$ cat src/rtl/fx_pkg.sv
package fx_pkg;

  localparam int REG_N = 8;
  localparam int IDX_W = 3;

  typedef enum logic [3:0] {
    OP_BR   = 4'b0000,
    OP_ADD  = 4'b0001,
    OP_LD   = 4'b0010,
    OP_ST   = 4'b0011,
    OP_AND  = 4'b0101,
    OP_LDR  = 4'b0110,
    OP_STR  = 4'b0111,
    OP_NOT  = 4'b1001,
    OP_LDI  = 4'b1010,
    OP_STI  = 4'b1011,
    OP_LEA  = 4'b1110,
    OP_TRAP = 4'b1111
  } op_e;

  typedef enum logic [3:0] {
    S_FETCH, S_IF_RD, S_IF_CAP, S_IR_LD, S_DECODE, S_EXEC, S_EVAL,
    S_PTR_RD, S_PTR_CAP, S_PTR_MAR, S_OP_RD, S_OP_CAP, S_WB,
    S_ST_DATA, S_ST_WR, S_HALT
  } state_e;

  typedef enum logic [1:0] {MAR_PC, MAR_EA, MAR_MDR} mar_sel_e;
  typedef enum logic [1:0] {WB_ALU, WB_MDR, WB_EA} wb_sel_e;
  typedef enum logic [1:0] {ALU_ADD, ALU_AND, ALU_NOT} alu_op_e;

  typedef struct packed {
    logic     ld_mar;
    mar_sel_e mar_sel;
    logic     ld_pc;
    logic     pc_from_ea;
    logic     ld_mdr;
    logic     mdr_from_reg;
    logic     ld_ir;
    logic     ld_reg;
    wb_sel_e  wb_sel;
    logic     ld_cc;
    logic     mem_rd;
    logic     mem_wr;
    logic     halt;
  } ctrl_t;

  function automatic logic is_store(op_e o);
    return (o == OP_ST) || (o == OP_STR) || (o == OP_STI);
  endfunction

  function automatic logic is_indirect(op_e o);
    return (o == OP_LDI) || (o == OP_STI);
  endfunction

endpackage

$ cat src/rtl/fx_ctrl.sv
module fx_ctrl
  import fx_pkg::*;
#(
  parameter logic [7:0] HALT_VEC = 8'h25
) (
  input  logic       clk,
  input  logic       rst_n,
  input  op_e        op,
  input  logic [7:0] vec,
  input  logic       br_hit,
  output ctrl_t      ctrl
);

  state_e st_q, st_d;

  always_ff @(posedge clk) begin
    if (!rst_n) st_q <= S_FETCH;
    else        st_q <= st_d;
  end

  always_comb begin
    st_d = st_q;
    ctrl = '0;
    case (st_q)
      S_FETCH: begin
        ctrl.ld_mar  = 1'b1;
        ctrl.mar_sel = MAR_PC;
        ctrl.ld_pc   = 1'b1;
        st_d         = S_IF_RD;
      end
      S_IF_RD: begin
        ctrl.mem_rd = 1'b1;
        st_d        = S_IF_CAP;
      end
      S_IF_CAP: begin
        ctrl.ld_mdr = 1'b1;
        st_d        = S_IR_LD;
      end
      S_IR_LD: begin
        ctrl.ld_ir = 1'b1;
        st_d       = S_DECODE;
      end
      S_DECODE: begin
        case (op)
          OP_ADD, OP_AND, OP_NOT, OP_LEA, OP_BR: st_d = S_EXEC;
          OP_LD, OP_ST, OP_LDR, OP_STR, OP_LDI, OP_STI: st_d = S_EVAL;
          OP_TRAP: st_d = (vec == HALT_VEC) ? S_HALT : S_FETCH;
          default: st_d = S_FETCH;
        endcase
      end
      S_EXEC: begin
        if (op == OP_BR) begin
          ctrl.ld_pc      = br_hit;
          ctrl.pc_from_ea = 1'b1;
        end else begin
          ctrl.ld_reg = 1'b1;
          ctrl.wb_sel = (op == OP_LEA) ? WB_EA : WB_ALU;
          ctrl.ld_cc  = 1'b1;
        end
        st_d = S_FETCH;
      end
      S_EVAL: begin
        ctrl.ld_mar  = 1'b1;
        ctrl.mar_sel = MAR_EA;
        if (is_indirect(op))   st_d = S_PTR_RD;
        else if (is_store(op)) st_d = S_ST_DATA;
        else                   st_d = S_OP_RD;
      end
      S_PTR_RD: begin
        ctrl.mem_rd = 1'b1;
        st_d        = S_PTR_CAP;
      end
      S_PTR_CAP: begin
        ctrl.ld_mdr = 1'b1;
        st_d        = S_PTR_MAR;
      end
      S_PTR_MAR: begin
        ctrl.ld_mar  = 1'b1;
        ctrl.mar_sel = MAR_MDR;
        st_d         = is_store(op) ? S_ST_DATA : S_OP_RD;
      end
      S_OP_RD: begin
        ctrl.mem_rd = 1'b1;
        st_d        = S_OP_CAP;
      end
      S_OP_CAP: begin
        ctrl.ld_mdr = 1'b1;
        st_d        = S_WB;
      end
      S_WB: begin
        ctrl.ld_reg = 1'b1;
        ctrl.wb_sel = WB_MDR;
        ctrl.ld_cc  = 1'b1;
        st_d        = S_FETCH;
      end
      S_ST_DATA: begin
        ctrl.ld_mdr       = 1'b1;
        ctrl.mdr_from_reg = 1'b1;
        st_d              = S_ST_WR;
      end
      S_ST_WR: begin
        ctrl.mem_wr = 1'b1;
        st_d        = S_FETCH;
      end
      S_HALT: begin
        ctrl.halt = 1'b1;
        st_d      = S_HALT;
      end
      default: st_d = S_FETCH;
    endcase
  end

endmodule

$ cat src/rtl/fx_regs.sv
module fx_regs
  import fx_pkg::*;
#(
  parameter int DATA_W = 16
) (
  input  logic              clk,
  input  logic              rst_n,
  input  logic              we,
  input  logic [IDX_W-1:0]  wa,
  input  logic [DATA_W-1:0] wd,
  input  logic [IDX_W-1:0]  ra_a,
  input  logic [IDX_W-1:0]  ra_b,
  output logic [DATA_W-1:0] rd_a,
  output logic [DATA_W-1:0] rd_b
);

  logic [REG_N-1:0][DATA_W-1:0] bank;

  for (genvar g = 0; g < REG_N; g++) begin : g_reg
    logic [DATA_W-1:0] q;
    always_ff @(posedge clk) begin
      if (!rst_n)                         q <= '0;
      else if (we && wa == IDX_W'(g))     q <= wd;
    end
    assign bank[g] = q;
  end

  assign rd_a = bank[ra_a];
  assign rd_b = bank[ra_b];

endmodule

$ cat src/rtl/fx_alu.sv
module fx_alu
  import fx_pkg::*;
#(
  parameter int DATA_W = 16
) (
  input  alu_op_e           op,
  input  logic [DATA_W-1:0] a,
  input  logic [DATA_W-1:0] b,
  output logic [DATA_W-1:0] y
);

  always_comb begin
    case (op)
      ALU_ADD: y = a + b;
      ALU_AND: y = a & b;
      ALU_NOT: y = ~a;
      default: y = a;
    endcase
  end

endmodule

$ cat src/rtl/fx_agen.sv
module fx_agen #(
  parameter int DATA_W = 16,
  parameter int PG_W   = 9,
  parameter int OFS_W  = 6
) (
  input  logic [DATA_W-PG_W-1:0] pc_page,
  input  logic [PG_W-1:0]        pg_ofs,
  input  logic [DATA_W-1:0]      base,
  input  logic [OFS_W-1:0]       bo_ofs,
  input  logic                   base_mode,
  output logic [DATA_W-1:0]      ea
);

  logic [DATA_W-1:0] page_ea, base_ea;

  assign page_ea = {pc_page, pg_ofs};
  assign base_ea = base + {{(DATA_W-OFS_W){1'b0}}, bo_ofs};
  assign ea      = base_mode ? base_ea : page_ea;

endmodule

$ cat src/rtl/fx_core.sv
module fx_core
  import fx_pkg::*;
#(
  parameter int                 DATA_W   = 16,
  parameter int                 PG_W     = 9,
  parameter int                 OFS_W    = 6,
  parameter int                 IMM_W    = 5,
  parameter logic [DATA_W-1:0]  RESET_PC = '0,
  parameter logic [7:0]         HALT_VEC = 8'h25
) (
  input  logic              clk,
  input  logic              rst_n,
  input  logic [DATA_W-1:0] mem_rdata,
  output logic              mem_rd,
  output logic              mem_wr,
  output logic [DATA_W-1:0] mem_addr,
  output logic [DATA_W-1:0] mem_wdata,
  output logic              halted
);

  localparam int OP_LSB = DATA_W - 4;
  localparam int DR_LSB = OP_LSB - IDX_W;
  localparam int SR_LSB = DR_LSB - IDX_W;

  ctrl_t             ctrl;
  logic [DATA_W-1:0] pc_q, mar_q, mdr_q, ir_q;
  logic [2:0]        cc_q;
  op_e               op;
  logic [DATA_W-1:0] ra_val, rb_val, alu_b, alu_y, ea, wb_val;
  logic [IDX_W-1:0]  rb_idx;
  alu_op_e           alu_op;
  logic              br_hit;

  assign op     = op_e'(ir_q[DATA_W-1:OP_LSB]);
  assign br_hit = |(ir_q[OP_LSB-1:DR_LSB] & cc_q);

  fx_ctrl #(.HALT_VEC(HALT_VEC)) u_ctrl (
    .clk    (clk),
    .rst_n  (rst_n),
    .op     (op),
    .vec    (ir_q[7:0]),
    .br_hit (br_hit),
    .ctrl   (ctrl)
  );

  assign rb_idx = is_store(op) ? ir_q[OP_LSB-1:DR_LSB] : ir_q[IDX_W-1:0];

  fx_regs #(.DATA_W(DATA_W)) u_regs (
    .clk  (clk),
    .rst_n(rst_n),
    .we   (ctrl.ld_reg),
    .wa   (ir_q[OP_LSB-1:DR_LSB]),
    .wd   (wb_val),
    .ra_a (ir_q[DR_LSB-1:SR_LSB]),
    .ra_b (rb_idx),
    .rd_a (ra_val),
    .rd_b (rb_val)
  );

  always_comb begin
    case (op)
      OP_AND:  alu_op = ALU_AND;
      OP_NOT:  alu_op = ALU_NOT;
      default: alu_op = ALU_ADD;
    endcase
  end

  assign alu_b = ir_q[IMM_W] ? {{(DATA_W-IMM_W){ir_q[IMM_W-1]}}, ir_q[IMM_W-1:0]}
                             : rb_val;

  fx_alu #(.DATA_W(DATA_W)) u_alu (
    .op(alu_op),
    .a (ra_val),
    .b (alu_b),
    .y (alu_y)
  );

  fx_agen #(.DATA_W(DATA_W), .PG_W(PG_W), .OFS_W(OFS_W)) u_agen (
    .pc_page  (pc_q[DATA_W-1:PG_W]),
    .pg_ofs   (ir_q[PG_W-1:0]),
    .base     (ra_val),
    .bo_ofs   (ir_q[OFS_W-1:0]),
    .base_mode((op == OP_LDR) || (op == OP_STR)),
    .ea       (ea)
  );

  always_comb begin
    case (ctrl.wb_sel)
      WB_MDR:  wb_val = mdr_q;
      WB_EA:   wb_val = ea;
      default: wb_val = alu_y;
    endcase
  end

  always_ff @(posedge clk) begin
    if (!rst_n) begin
      pc_q  <= RESET_PC;
      mar_q <= '0;
      mdr_q <= '0;
      ir_q  <= '0;
      cc_q  <= 3'b010;
    end else begin
      if (ctrl.ld_mar) begin
        case (ctrl.mar_sel)
          MAR_PC:  mar_q <= pc_q;
          MAR_EA:  mar_q <= ea;
          default: mar_q <= mdr_q;
        endcase
      end
      if (ctrl.ld_pc)
        pc_q <= ctrl.pc_from_ea ? ea : pc_q + DATA_W'(1);
      if (ctrl.ld_mdr)
        mdr_q <= ctrl.mdr_from_reg ? rb_val : mem_rdata;
      if (ctrl.ld_ir)
        ir_q <= mdr_q;
      if (ctrl.ld_cc)
        cc_q <= wb_val[DATA_W-1] ? 3'b100 : ((wb_val == '0) ? 3'b010 : 3'b001);
    end
  end

  assign mem_rd    = ctrl.mem_rd;
  assign mem_wr    = ctrl.mem_wr;
  assign mem_addr  = mar_q;
  assign mem_wdata = mdr_q;
  assign halted    = ctrl.halt;

endmodule

$ cat config.mk
export PLATFORM = sky130hd
export DESIGN_NAME = fx_core
export DESIGN_NICKNAME = d
export VERILOG_FILES = /design/src/rtl/fx_pkg.sv /design/src/rtl/fx_ctrl.sv /design/src/rtl/fx_regs.sv /design/src/rtl/fx_alu.sv /design/src/rtl/fx_agen.sv /design/src/rtl/fx_core.sv
export SDC_FILE = /design/constraint.sdc
export NUM_CORES = 1
export LEC_CHECK = 0
export BUFFER_PORTS_ARGS = -buffer_cell sky130_fd_sc_hd__buf_4
export CORE_ASPECT_RATIO = 1.25
export CORE_UTILIZATION = 30
export CTS_CLUSTER_DIAMETER = 40
export DETAILED_ROUTE_END_ITERATION = 8
export PLACE_DENSITY = 0.56
export SLEW_MARGIN = 20
export SYNTH_ARGS = -nofsm -noshare
export SYNTH_HDL_FRONTEND = slang
export SYNTH_SLANG_ARGS = --single-unit
$ cat constraint.sdc
create_clock -name clk -period 16.5 [get_ports clk]
set_input_delay 0.825 -clock clk [delete_from_list [all_inputs] [get_ports clk]]
set_output_delay 0.825 -clock clk [all_outputs]
set_load 0.1 [all_outputs]
Word-level counts from Yosys, hierarchy flattened
Index checks and enable logic that the tools add are counted.
Cells by class
  $mul: 0
  $lt $le $gt $ge: 2
  add/sub/neg operators: 3
  shift operators: 0
  equality and inequality tests: 39
  bitwise logic cells: 3
  multiplexer cells: 33
  reduce and logical (&&, ||, !) cells: 24
  divide/modulo/power cells: 0
Operators by type and width (number)
  16-bit binary-select mux with 3-bit select: 2
  16-bit 2-to-1 mux: 6
  16-bit case mux with 2 select lines: 2
  4-bit case mux with 14 select lines: 1
  4-bit == test (second input constant): 13
  16-bit case mux with 3 select lines: 1
  4-bit by 3-bit == test with 1-bit output (second input constant): 7
  16-bit by 1-bit adder with 16-bit output (second input constant): 1
  16-bit adder: 1
  16-bit by 6-bit adder with 16-bit output: 1
  16-bit bitwise AND: 1
  4-bit by 2-bit == test with 1-bit output (second input constant): 4
  16-bit zero test: 1
  16-bit inverter: 1
  3-bit == test (second input constant): 4
  4-bit 2-to-1 mux: 3
  4-bit case mux with 3 select lines: 1
  3-bit 2-to-1 mux: 3
  3-bit case mux with 3 select lines: 1
  3-bit OR reduction: 3
  4-bit by 1-bit == test with 1-bit output (second input constant): 2
  8-bit by 6-bit == test with 1-bit output (second input constant): 1
  1-bit logical AND: 8
  4-bit zero test: 2
  other kinds (17): 34
Word-level totals
  bits in writable memories: 0
  register bits: 199
  logic and storage cells: 118
  memory bits (read-only): 0
  memories: 0
  latch bits: 0
  output and inout bits: 35

Logic depth before layout (Yosys ltp)
Gate-level depths: netlist of run 1.
  depth after elaboration: 13
  mapped depth: 20
  depth with buffers taken out: 18

By module
From an unflattened synthesis of run 1, not the netlist that was laid out.
Second synthesis, totals
  cell total of the unflattened synthesis: 1546
  area total of the unflattened synthesis: 13664.4 sq um
Modules (own cells, without submodules)
  fx_regs: sequential area each 2562.5 sq um, instances 1, cells each 705, area each 7176.9 sq um
  fx_core: sequential area each 1341.3 sq um, instances 1, cells each 479, area each 3911.3 sq um
  fx_alu: sequential area each 0.0 sq um, instances 1, cells each 173, area each 1263.7 sq um
  fx_agen: sequential area each 0.0 sq um, instances 1, cells each 101, area each 678.2 sq um
  fx_ctrl: sequential area each 80.1 sq um, instances 1, cells each 88, area each 634.4 sq um

Worst setup path after synthesis of run 1
No wires, ideal clock.
  path type: register to register
  start: register ir_q[13]
  end: register cc_q[0]
  path slack: 10.736 ns
  setup time: 0.132 ns
  cell stages (with the launch flop): 21
  period minus slack after synthesis: 5.764 ns
  arrival: 5.631 ns
  cells stage by stage: dfxtp_1 clkbuf_1 nand2_1 a21oi_1 mux2i_1 clkbuf_1 mux4_2 mux2i_1 mux2i_1 ha_1 fa_1 a21oi_1 o22ai_1 a31o_1 a221oi_1 a21oi_1 a21oi_4 or4b_1 and4bb_1 a31o_1 a21oi_1
Between the ends
  longest elaborated chain between the ends: 13
Ends and longest elaborated chain
  start, declared: line fx_core.sv:26  | logic [DATA_W-1:0] pc_q, mar_q, mdr_q, ir_q;
  start signal, assigned: line fx_core.sv:115  | ir_q <= mdr_q;
  4-bit by 2-bit == test with 1-bit output or 4-bit by 3-bit == test with 1-bit output (tied branches): line fx_pkg.sv:48, fx_core.sv:83
  1-bit logical OR (2 in a row): line fx_pkg.sv:48  | return (o == OP_ST) || (o == OP_STR) || (o == OP_STI);
  3-bit 2-to-1 mux: line fx_core.sv:46  | assign rb_idx = is_store(op) ? ir_q[OP_LSB-1:DR_LSB] : ir_q[IDX_W-1:0];
  16-bit binary-select mux with 3-bit select: line fx_regs.sv:29  | assign rd_b = bank[ra_b];
  16-bit 2-to-1 mux (not written as such): line fx_regs.sv:29
  16-bit 2-to-1 mux: line fx_core.sv:68  | assign alu_b = ir_q[IMM_W] ? {{(DATA_W-IMM_W){ir_q[IMM_W-1]}}, ir_q[IMM_W-1:0]}
  16-bit adder or 16-bit bitwise AND (tied branches): line fx_alu.sv:14, fx_alu.sv:15
  16-bit case mux with 3 select lines: line fx_alu.sv:13  | case (op)
  16-bit case mux with 2 select lines: line fx_core.sv:88  | case (ctrl.wb_sel)
  16-bit zero test: line fx_core.sv:117  | cc_q <= wb_val[DATA_W-1] ? 3'b100 : ((wb_val == '0) ? 3'b010 : 3'b001);
  2-bit 2-to-1 mux: line fx_core.sv:117
  3-bit 2-to-1 mux: line fx_core.sv:117
  end signal, assigned: line fx_core.sv:117
  end, declared: line fx_core.sv:27  | logic [2:0] cc_q;
Parallel ways exist; a longest one is shown, timed or not. The select of a mux whose other input is x is not followed.
A chain may end at the register's enable or synchronous reset.

Worst setup path in the final report of run 1
Ends and elaborated chain as after synthesis.

==> metrics.yaml, run 1 <==
outcome:
  status: "finished clean"
place:
  place_congestion: 0.929
  placed_area_um2: 12900
  numPortBuffers: 52
  place_hpwl_mm: 29.2
  place_ws_ns: 9.95
sta:
  final.setup.tns_ns: 0
  hold_viol: 0
  min_period_over_period: 0.400
  fin_worst_skew_ns: 0.0139
  fin_crit_ns: 6.59
  setup_viol: 0
  max_slew_margin: 0.259
  max_freq_mhz: 152
  fin_ws_ns: 9.91
  drv_slew: 0
  worst_pin_slew_ns: 1.11
  rsz0062_at_grt: "no"
floorplan:
  die_height_um: 227
  die_w_um: 182
  std_cell_rows: 81
  ios: 53
  core_um2: 39400
  start_util: 0.307
  die_area_um2: 41200
clocking:
  cts_buffer_depth: 2
  cts_setup_buffers: 0
  clock_sinks: 199
  ctsResizeCount: 0
  cts_hold_buffers: 0
  clock_tree.root_cell: "clkbuf_16"
  cts_tree: "yes"
  clk_latency_ns: 0.47
  cts_max_level: 4
  cts_buffers: 17
  clkSlewWorstSetupHoldPaths_ns: 0.08
drt:
  viasPerCell: 5.73
  drt.antenna.violating_nets: 0
  totalWireLength_mm: 42.0
  drc: 0
  drt_iter0_drc: 1131
  vias: 11700
  drt_first_pass_iters: 6
  routedWlPerCell_um: 20.5
synthesis:
  syn_nets: 1598
  yosysWarningCount: 0
  ys_types: 74
  syn_area_per_cell_um2: 7.80
  synth_ff_type: "dfxtp_1"
  synth_area_um2: 12100
  ys_ff_latch: 199
  yosysSeqAreaShare: 0.329
  syn_inst: 1553
  async_reset_ff_frac: 0
  synth_edf_count: 0
worst_setup_path:
  cp-start-kind: "flip-flop"
  crit_fanout: 32
  cp.required_ns: 16.82
  critical_path_class: "reg2reg"
  cp.arrival_ns: 6.91
  endpoint_kind: "flip-flop"
global_route:
  grt_pass1_wl_mm: 64.8
  grt_max_degree: 95
  grt_antenna_before_repair: 0
  grt_overflow_total: 0
  grt_pass1_vias: 11100
  grtUsageTotal: 0.206
pwr:
  combPwrFrac: 0.058
  switching_power_mw: 0.253
  netSwitchingFraction: 0.260
  p_int_mw: 0.721
  ir_drop_v: 0.0000431
  power_mw: 0.973
  power-per-cell-area_nw_per_um2: 72.1
  pwr-share-clk: 0.440
  p_leak_nw: 4.71
  seqPwrFrac: 0.502
layout:
  syn_to_final_growth_pct: 11.4
  fin_area_um2: 13500
  final_layout_size_suffix_gt1_frac: 0.118
  fin_nets: 1584
  diodes: 0
  nFillCells: 4101
  multiInputGateArea_um2: 7690
  regArea_um2: 3990
worst_hold_path:
  hold_path.class: "reg2reg"
run:
  maxCapViolations: 0
==> state kept, by name, summed over array words and instances (netlist names) <==
name and cells:
cc_q 3, mem_wdata 16, u_ctrl.st_q 4, mem_addr 16, u_regs.g.q 128, pc_q 16, ir_q 16
==> final timing paths <==
check                                  start            to  slack (ns)  depth (start not counted)
worst max register to register      ir_q[13]       cc_q[0]        9.91                         19
worst min register to register  mem_addr[10]  mem_addr[10]        0.45                          2
worst min-delay path            mem_addr[10]  mem_addr[10]        0.45                          2
worst max-delay path                ir_q[13]       cc_q[0]        9.91                         19
==> power groups by stage <==
stage / clock network [mW] / logic (mW) / registers [mW]
2_1_floorplan: 0 / 0.0254 / 0.513
3_3_place_gp: 0 / 0.0565 / 0.500
3_5_place_dp: 0 / 0.0565 / 0.500
4_1_cts: 0.436 / 0.0566 / 0.489
5_1_grt: 0.453 / 0.0604 / 0.489
6_report: 0.428 / 0.0567 / 0.489
==> worst max-delay path, stage by stage (launching register included) <==
cell and delay (ns):
dfxtp_1 0.56, nand2_1 0.17, a21oi_1 0.61, mux2i_4 0.33, buf_4 0.56, mux4_2 0.58
mux2i_1 0.32, mux2i_1 0.14, ha_1 0.25, fa_1 0.46, a21oi_1 0.20, o22ai_1 0.20
a31o_1 0.27, a221oi_1 0.31, a21oi_1 0.16, a21oi_4 0.31, or4b_1 0.50, and4bb_1 0.30
a31o_1 0.15, a21oi_1 0.05
==> synthesized netlist by cell type (all sizes together) (11+ instances only) <==
cell / number / area (um2)
nor2b: 13 / 81.3
ha: 25 / 313
nor2: 190 / 713
nand3: 15 / 75.1
and3: 18 / 113
mux4: 51 / 1150
a211oi: 33 / 248
dfxtp: 199 / 3980
inv: 19 / 71.3
buf: 11 / 82.6
xnor2: 13 / 114
o21ai: 59 / 295
clkbuf: 92 / 345
and2: 14 / 90.1
a22oi: 14 / 105
nand2: 308 / 1160
a21oi: 254 / 1280
nor3: 19 / 95.1
mux2i: 55 / 551
==> cell type report <==
class / instances / area share
clock buffer: 22 / 0.0351
inverter: 22 / 0.00649
clock inverter: 10 / 0.00843
sequential: 199 / 0.295
multi-input combinational: 1229 / 0.570
timing repair buffer: 70 / 0.0389
tap: 498 / 0.0461
==> cells by family after synthesis <==
kind of cell             share of synthesized area
AND/OR/NAND/NOR                              0.217
AO/OA/AOI/OAI                                0.222
flip-flops                                   0.329
buffers and inverters                       0.0421
multiplexers                                 0.147
adder cells (fa/ha/maj)                     0.0291
XOR/XNOR                                    0.0137
==> metal layers <==
layer / vias up / GRT usage / share of wire
li1: 5520 / - / -
met5: - / 0 / 0
met1: 5679 / 0.252 / 0.41
met3: 77 / 0.0244 / 0.061
met2: 468 / 0.368 / 0.50
met4: 0 / 0.0785 / 0.027
==> placed cells by master, fill, tap and decap left out, types with 25 or more instances in the layout <==
cell / synthesis / final
a21oi_1: 253 / 253
nand2_1: 308 / 308
buf_4: 1 / 70
mux4_2: 51 / 51
a211oi_1: 33 / 33
ha_1: 25 / 25
mux2i_1: 55 / 52
nor2_1: 190 / 188
o21ai_0: 55 / 54
dfxtp_1: 199 / 198
==> metrics by stage <==
step / hold WS [ns] / instances / util
finish: 0.454 / 2050 / 0.343
global route: 0.472 / 2050 / 0.343
CTS: 0.457 / 2050 / 0.342
detailed placement: 0.447 / 2018 / 0.327
global placement: 0.446 / 2018 / 0.327
floorplan: 0.436 / 1553 / -
Note: power is estimated with default switching activity, not from simulation.
==> run 2, diff against run 1 <==
--- a/config.mk
+++ b/config.mk
@@ -5,12 +5,13 @@
 export SDC_FILE = /design/constraint.sdc
 export NUM_CORES = 1
 export LEC_CHECK = 0
+export ABC_AREA = 1
 export BUFFER_PORTS_ARGS = -buffer_cell sky130_fd_sc_hd__buf_4
 export CORE_ASPECT_RATIO = 1.25
 export CORE_UTILIZATION = 30
 export CTS_CLUSTER_DIAMETER = 40
 export DETAILED_ROUTE_END_ITERATION = 8
-export PLACE_DENSITY = 0.56
+export PLACE_DENSITY = 0.57
 export SLEW_MARGIN = 20
 export SYNTH_ARGS = -nofsm -noshare
 export SYNTH_HDL_FRONTEND = slang
==> constraint.sdc (replaced) <==
create_clock -name clk -period 6 [get_ports clk]
set_input_delay 0.3 -clock clk [delete_from_list [all_inputs] [get_ports clk]]
set_output_delay 0.3 -clock clk [all_outputs]
set_load 0.1 [all_outputs]
==> run 2 against run 1 <==
Via count rose by 15%. Design area rose by 2.8%. Maximum frequency rose by 39%. Clock skew rose by 0.0017 ns. Critical path type unchanged. Largest cell class unchanged. Largest power group is now combinational logic.
==> metrics.yaml, run 2 <==
place:
  place_congestion: 0.961  # +3.4%
  place_hpwl_mm: 31.6  # +8.3%
  numPortBuffers: 52  # unchanged
floorplan:
  die_area_um2: 42700  # +3.5%
  die_height_um: 231  # +1.7%
  core_um2: 41100  # +4.3%
  ios: 53  # unchanged
  start_util: 0.305  # -0.00224
  std_cell_rows: 83  # +2.5%
  die_w_um: 185  # +1.7%
pwr:
  seqPwrFrac: 0.298  # -0.204
  switching_power_mw: 2.72  # +970%
  p_leak_nw: 5.68  # +21%
  power-per-cell-area_nw_per_um2: 395  # +450%
  ir_drop_v: 0.000278  # +540%
  combPwrFrac: 0.473  # +0.415
  pwr-share-clk: 0.229  # -0.211
  netSwitchingFraction: 0.495  # +0.235
  p_int_mw: 2.77  # +280%
sta:
  max_slew_margin: 0.274  # +0.0149
  drv_slew: 0  # unchanged
  rsz0062_at_grt: "no"
  fin_worst_skew_ns: 0.0156  # +0.00172 ns
  final.setup.tns_ns: 0  # unchanged
  min_period_over_period: 0.789  # +0.389
  hold_viol: 0  # unchanged
  max_freq_mhz: 211  # +39%
  setup_viol: 0  # unchanged
  fin_crit_ns: 4.73  # -1.86 ns
  worst_pin_slew_ns: 1.09  # -0.0172 ns
  worst_hold_slack_ns: 0.114  # -0.340 ns
clocking:
  cts_buffer_depth: 2  # unchanged
  cts_buffers: 17  # unchanged
  clk_latency_ns: 0.46  # about the same
  cts_max_level: 4  # unchanged
  ctsResizeCount: 0  # unchanged
  clock_tree.root_cell: "clkbuf_16"
  cts_tree: "yes"
  cts_setup_buffers: 0  # unchanged
  cts_hold_buffers: 0  # unchanged
  clkSlewWorstSetupHoldPaths_ns: 0.08  # about the same
  clock_sinks: 199  # unchanged
global_route:
  grt_pass1_wl_mm: 72.3  # +12%
  grt_util_met3: 0.0316  # +0.00714
  grt_max_degree: 119  # +25%
  busiest_layer: "met2"
  grt_overflow_total: 0  # unchanged
  gr-usage-met1: 0.280  # +0.0282
  grt_antenna_before_repair: 0  # unchanged
  grt_pass1_vias: 12700  # +15%
  gr-usage-met2: 0.364  # -0.00356
  grtUsageTotal: 0.218  # +0.0125
worst_setup_path:
  cpMostUsedCell: "nand2_1"
  reg2regPathDepth: 28  # +9
  cp.arrival_ns: 5.09  # -1.82 ns
  crit_fanout: 17  # -47%
  critical_path_class: "reg2reg"
  cp-start-kind: "flip-flop"
  cpMaxStageDelayCell: "fa_1"
  slowest_delay_ns: 0.48  # -0.13 ns
  cp.required_ns: 6.36  # -10.46 ns
  endpoint_kind: "flip-flop"
worst_hold_path:
  hold_path.class: "in2reg"
  hold-path-cell-count: 3  # +1
layout:
  layout_commonest_cell: "nand2_1"
  nFillCells: 4518  # +10%
  final_cell_mix: "nand2_1, o21ai_0, a21oi_1, nand3_1, dfxtp_1"
  fin_nets: 1986  # +25%
  top_register: "u_regs.g.q"
  final_layout_size_suffix_gt1_frac: 0.0896  # -0.0284
  largest_reg_flops: 128  # unchanged
  syn_to_final_growth_pct: 10.7
  regArea_um2: 3990  # unchanged
  diodes: 0  # unchanged
  multiInputGateArea_um2: 7490  # -2.7%
drt:
  drc: 0  # unchanged
  viasPerCell: 5.37  # -6.3%
  totalWireLength_mm: 46.2  # +10%
  drt.antenna.violating_nets: 0  # unchanged
  drt_iter0_drc: 1169  # +3.4%
  drt_first_pass_iters: 6  # unchanged
  routedWlPerCell_um: 18.4  # -9.8%
  vias: 13500  # +15%
synthesis:
  synth_area_um2: 12500  # +3.6%
  async_reset_ff_frac: 0  # unchanged
  ys_top_cells_by_count: "nand2_1, o21ai_0, a21oi_1"
  ys_types: 50  # -32%
  synth_top_area_frac: 0.317  # -0.0113
  syn_nets: 2013  # +26%
  yosysSeqAreaShare: 0.317  # -0.0113
  syn_area_per_cell_um2: 6.38  # -18%
  syn_inst: 1968  # +27%
  ys_ff_latch: 199  # unchanged
  synth_top_area_cell: "dfxtp_1"
  synth_most_common_cell: "nand2_1"
  synth_edf_count: 0  # unchanged
  synth_ff_type: "dfxtp_1"
  yosysWarningCount: 0  # unchanged
  synth_area_leaders: "dfxtp_1, nand2_1, o21ai_0"
run:
  maxCapViolations: 0  # unchanged
outcome:
  status: "finished clean"
[run 2: cell types whose count changed in the layout (fill, tap and decap cells not counted), moves of 13 or more]
cell and change:
nor2b_1 -13, a21oi_1 -31, nand2_2 +22, o21ai_0 +184, nand2_1 +240, nand3_1 +191, mux4_2 -51, nor2_1 -105
a211oi_1 -30, and3_1 -18, mux2i_1 -52, inv_1 +114, a31oi_1 +17
[run 2: cell type report]
type | instances | share of cell area
sequential | 199 | 0.287
clock buffer | 21 | 0.0332
clock inverter | 11 | 0.0116
inverter | 137 | 0.0376
multi-input combinational | 1509 | 0.539
tap | 552 | 0.0497
timing repair buffer | 77 | 0.0416
[run 2: critical path: cells and delay by family (launching register included)]
kind / cells / cell delay (ns)
adder cells (fa/ha/maj): 2 / 0.75
AND/OR/NAND/NOR: 15 / 1.82
AO/OA/AOI/OAI: 6 / 0.86
buffers and inverters: 5 / 0.86
flip-flops: 1 / 0.34
[run 2: worst paths after layout]
| path | to | slack [ns] | startpoint |
|---|---|---|---|
| worst max-delay path | cc_q[0] | 1.27 | ir_q[15] |
| worst min-delay path | mem_wdata[4] | 0.11 | mem_rdata[4] |
| worst max register to register | cc_q[0] | 1.27 | ir_q[15] |
| worst min register to register | mem_addr[5] | 0.47 | mem_addr[5] |
[run 2: logic make-up after synthesis]
kind of cell             Yosys count  share of synthesized area
AND/OR/NAND/NOR                  918                      0.316
buffers and inverters            260                     0.0915
AO/OA/AOI/OAI                    553                      0.239
flip-flops                       199                      0.317
XOR/XNOR                          11                    0.00768
adder cells (fa/ha/maj)           27                     0.0281
[run 2: layer usage]
layer	share of wire	routed length (um)	vias to the layer above
met5	0	0	-
met4	0.028	1290	0
met3	0.062	2880	83
met2	0.47	21800	522
met1	0.44	20200	6270
li1	-	-	6577
[run 2: stage by stage]
stage	worst slack, ns	std cells	power [mW]	utilization	area, um2
floorplan	2.33	1968	3.55	-	12500
global placement	1.39	2474	4.21	0.323	13300
detailed placement	1.29	2474	4.23	0.323	13300
CTS	1.28	2506	5.48	0.338	13900
global route	0.861	2506	5.78	0.338	13900
finish	1.27	2506	5.49	0.338	13900
[run 2: power by group through the flow]
stage | registers (mW) | clock network, mW | logic [mW]
final | 1.64 | 1.25 | 2.60
after floorplan | 2.11 | 0 | 1.44
after CTS | 1.63 | 1.27 | 2.58
after global placement | 1.66 | 0 | 2.55
after global routing | 1.65 | 1.32 | 2.81
after detailed placement | 1.66 | 0 | 2.57
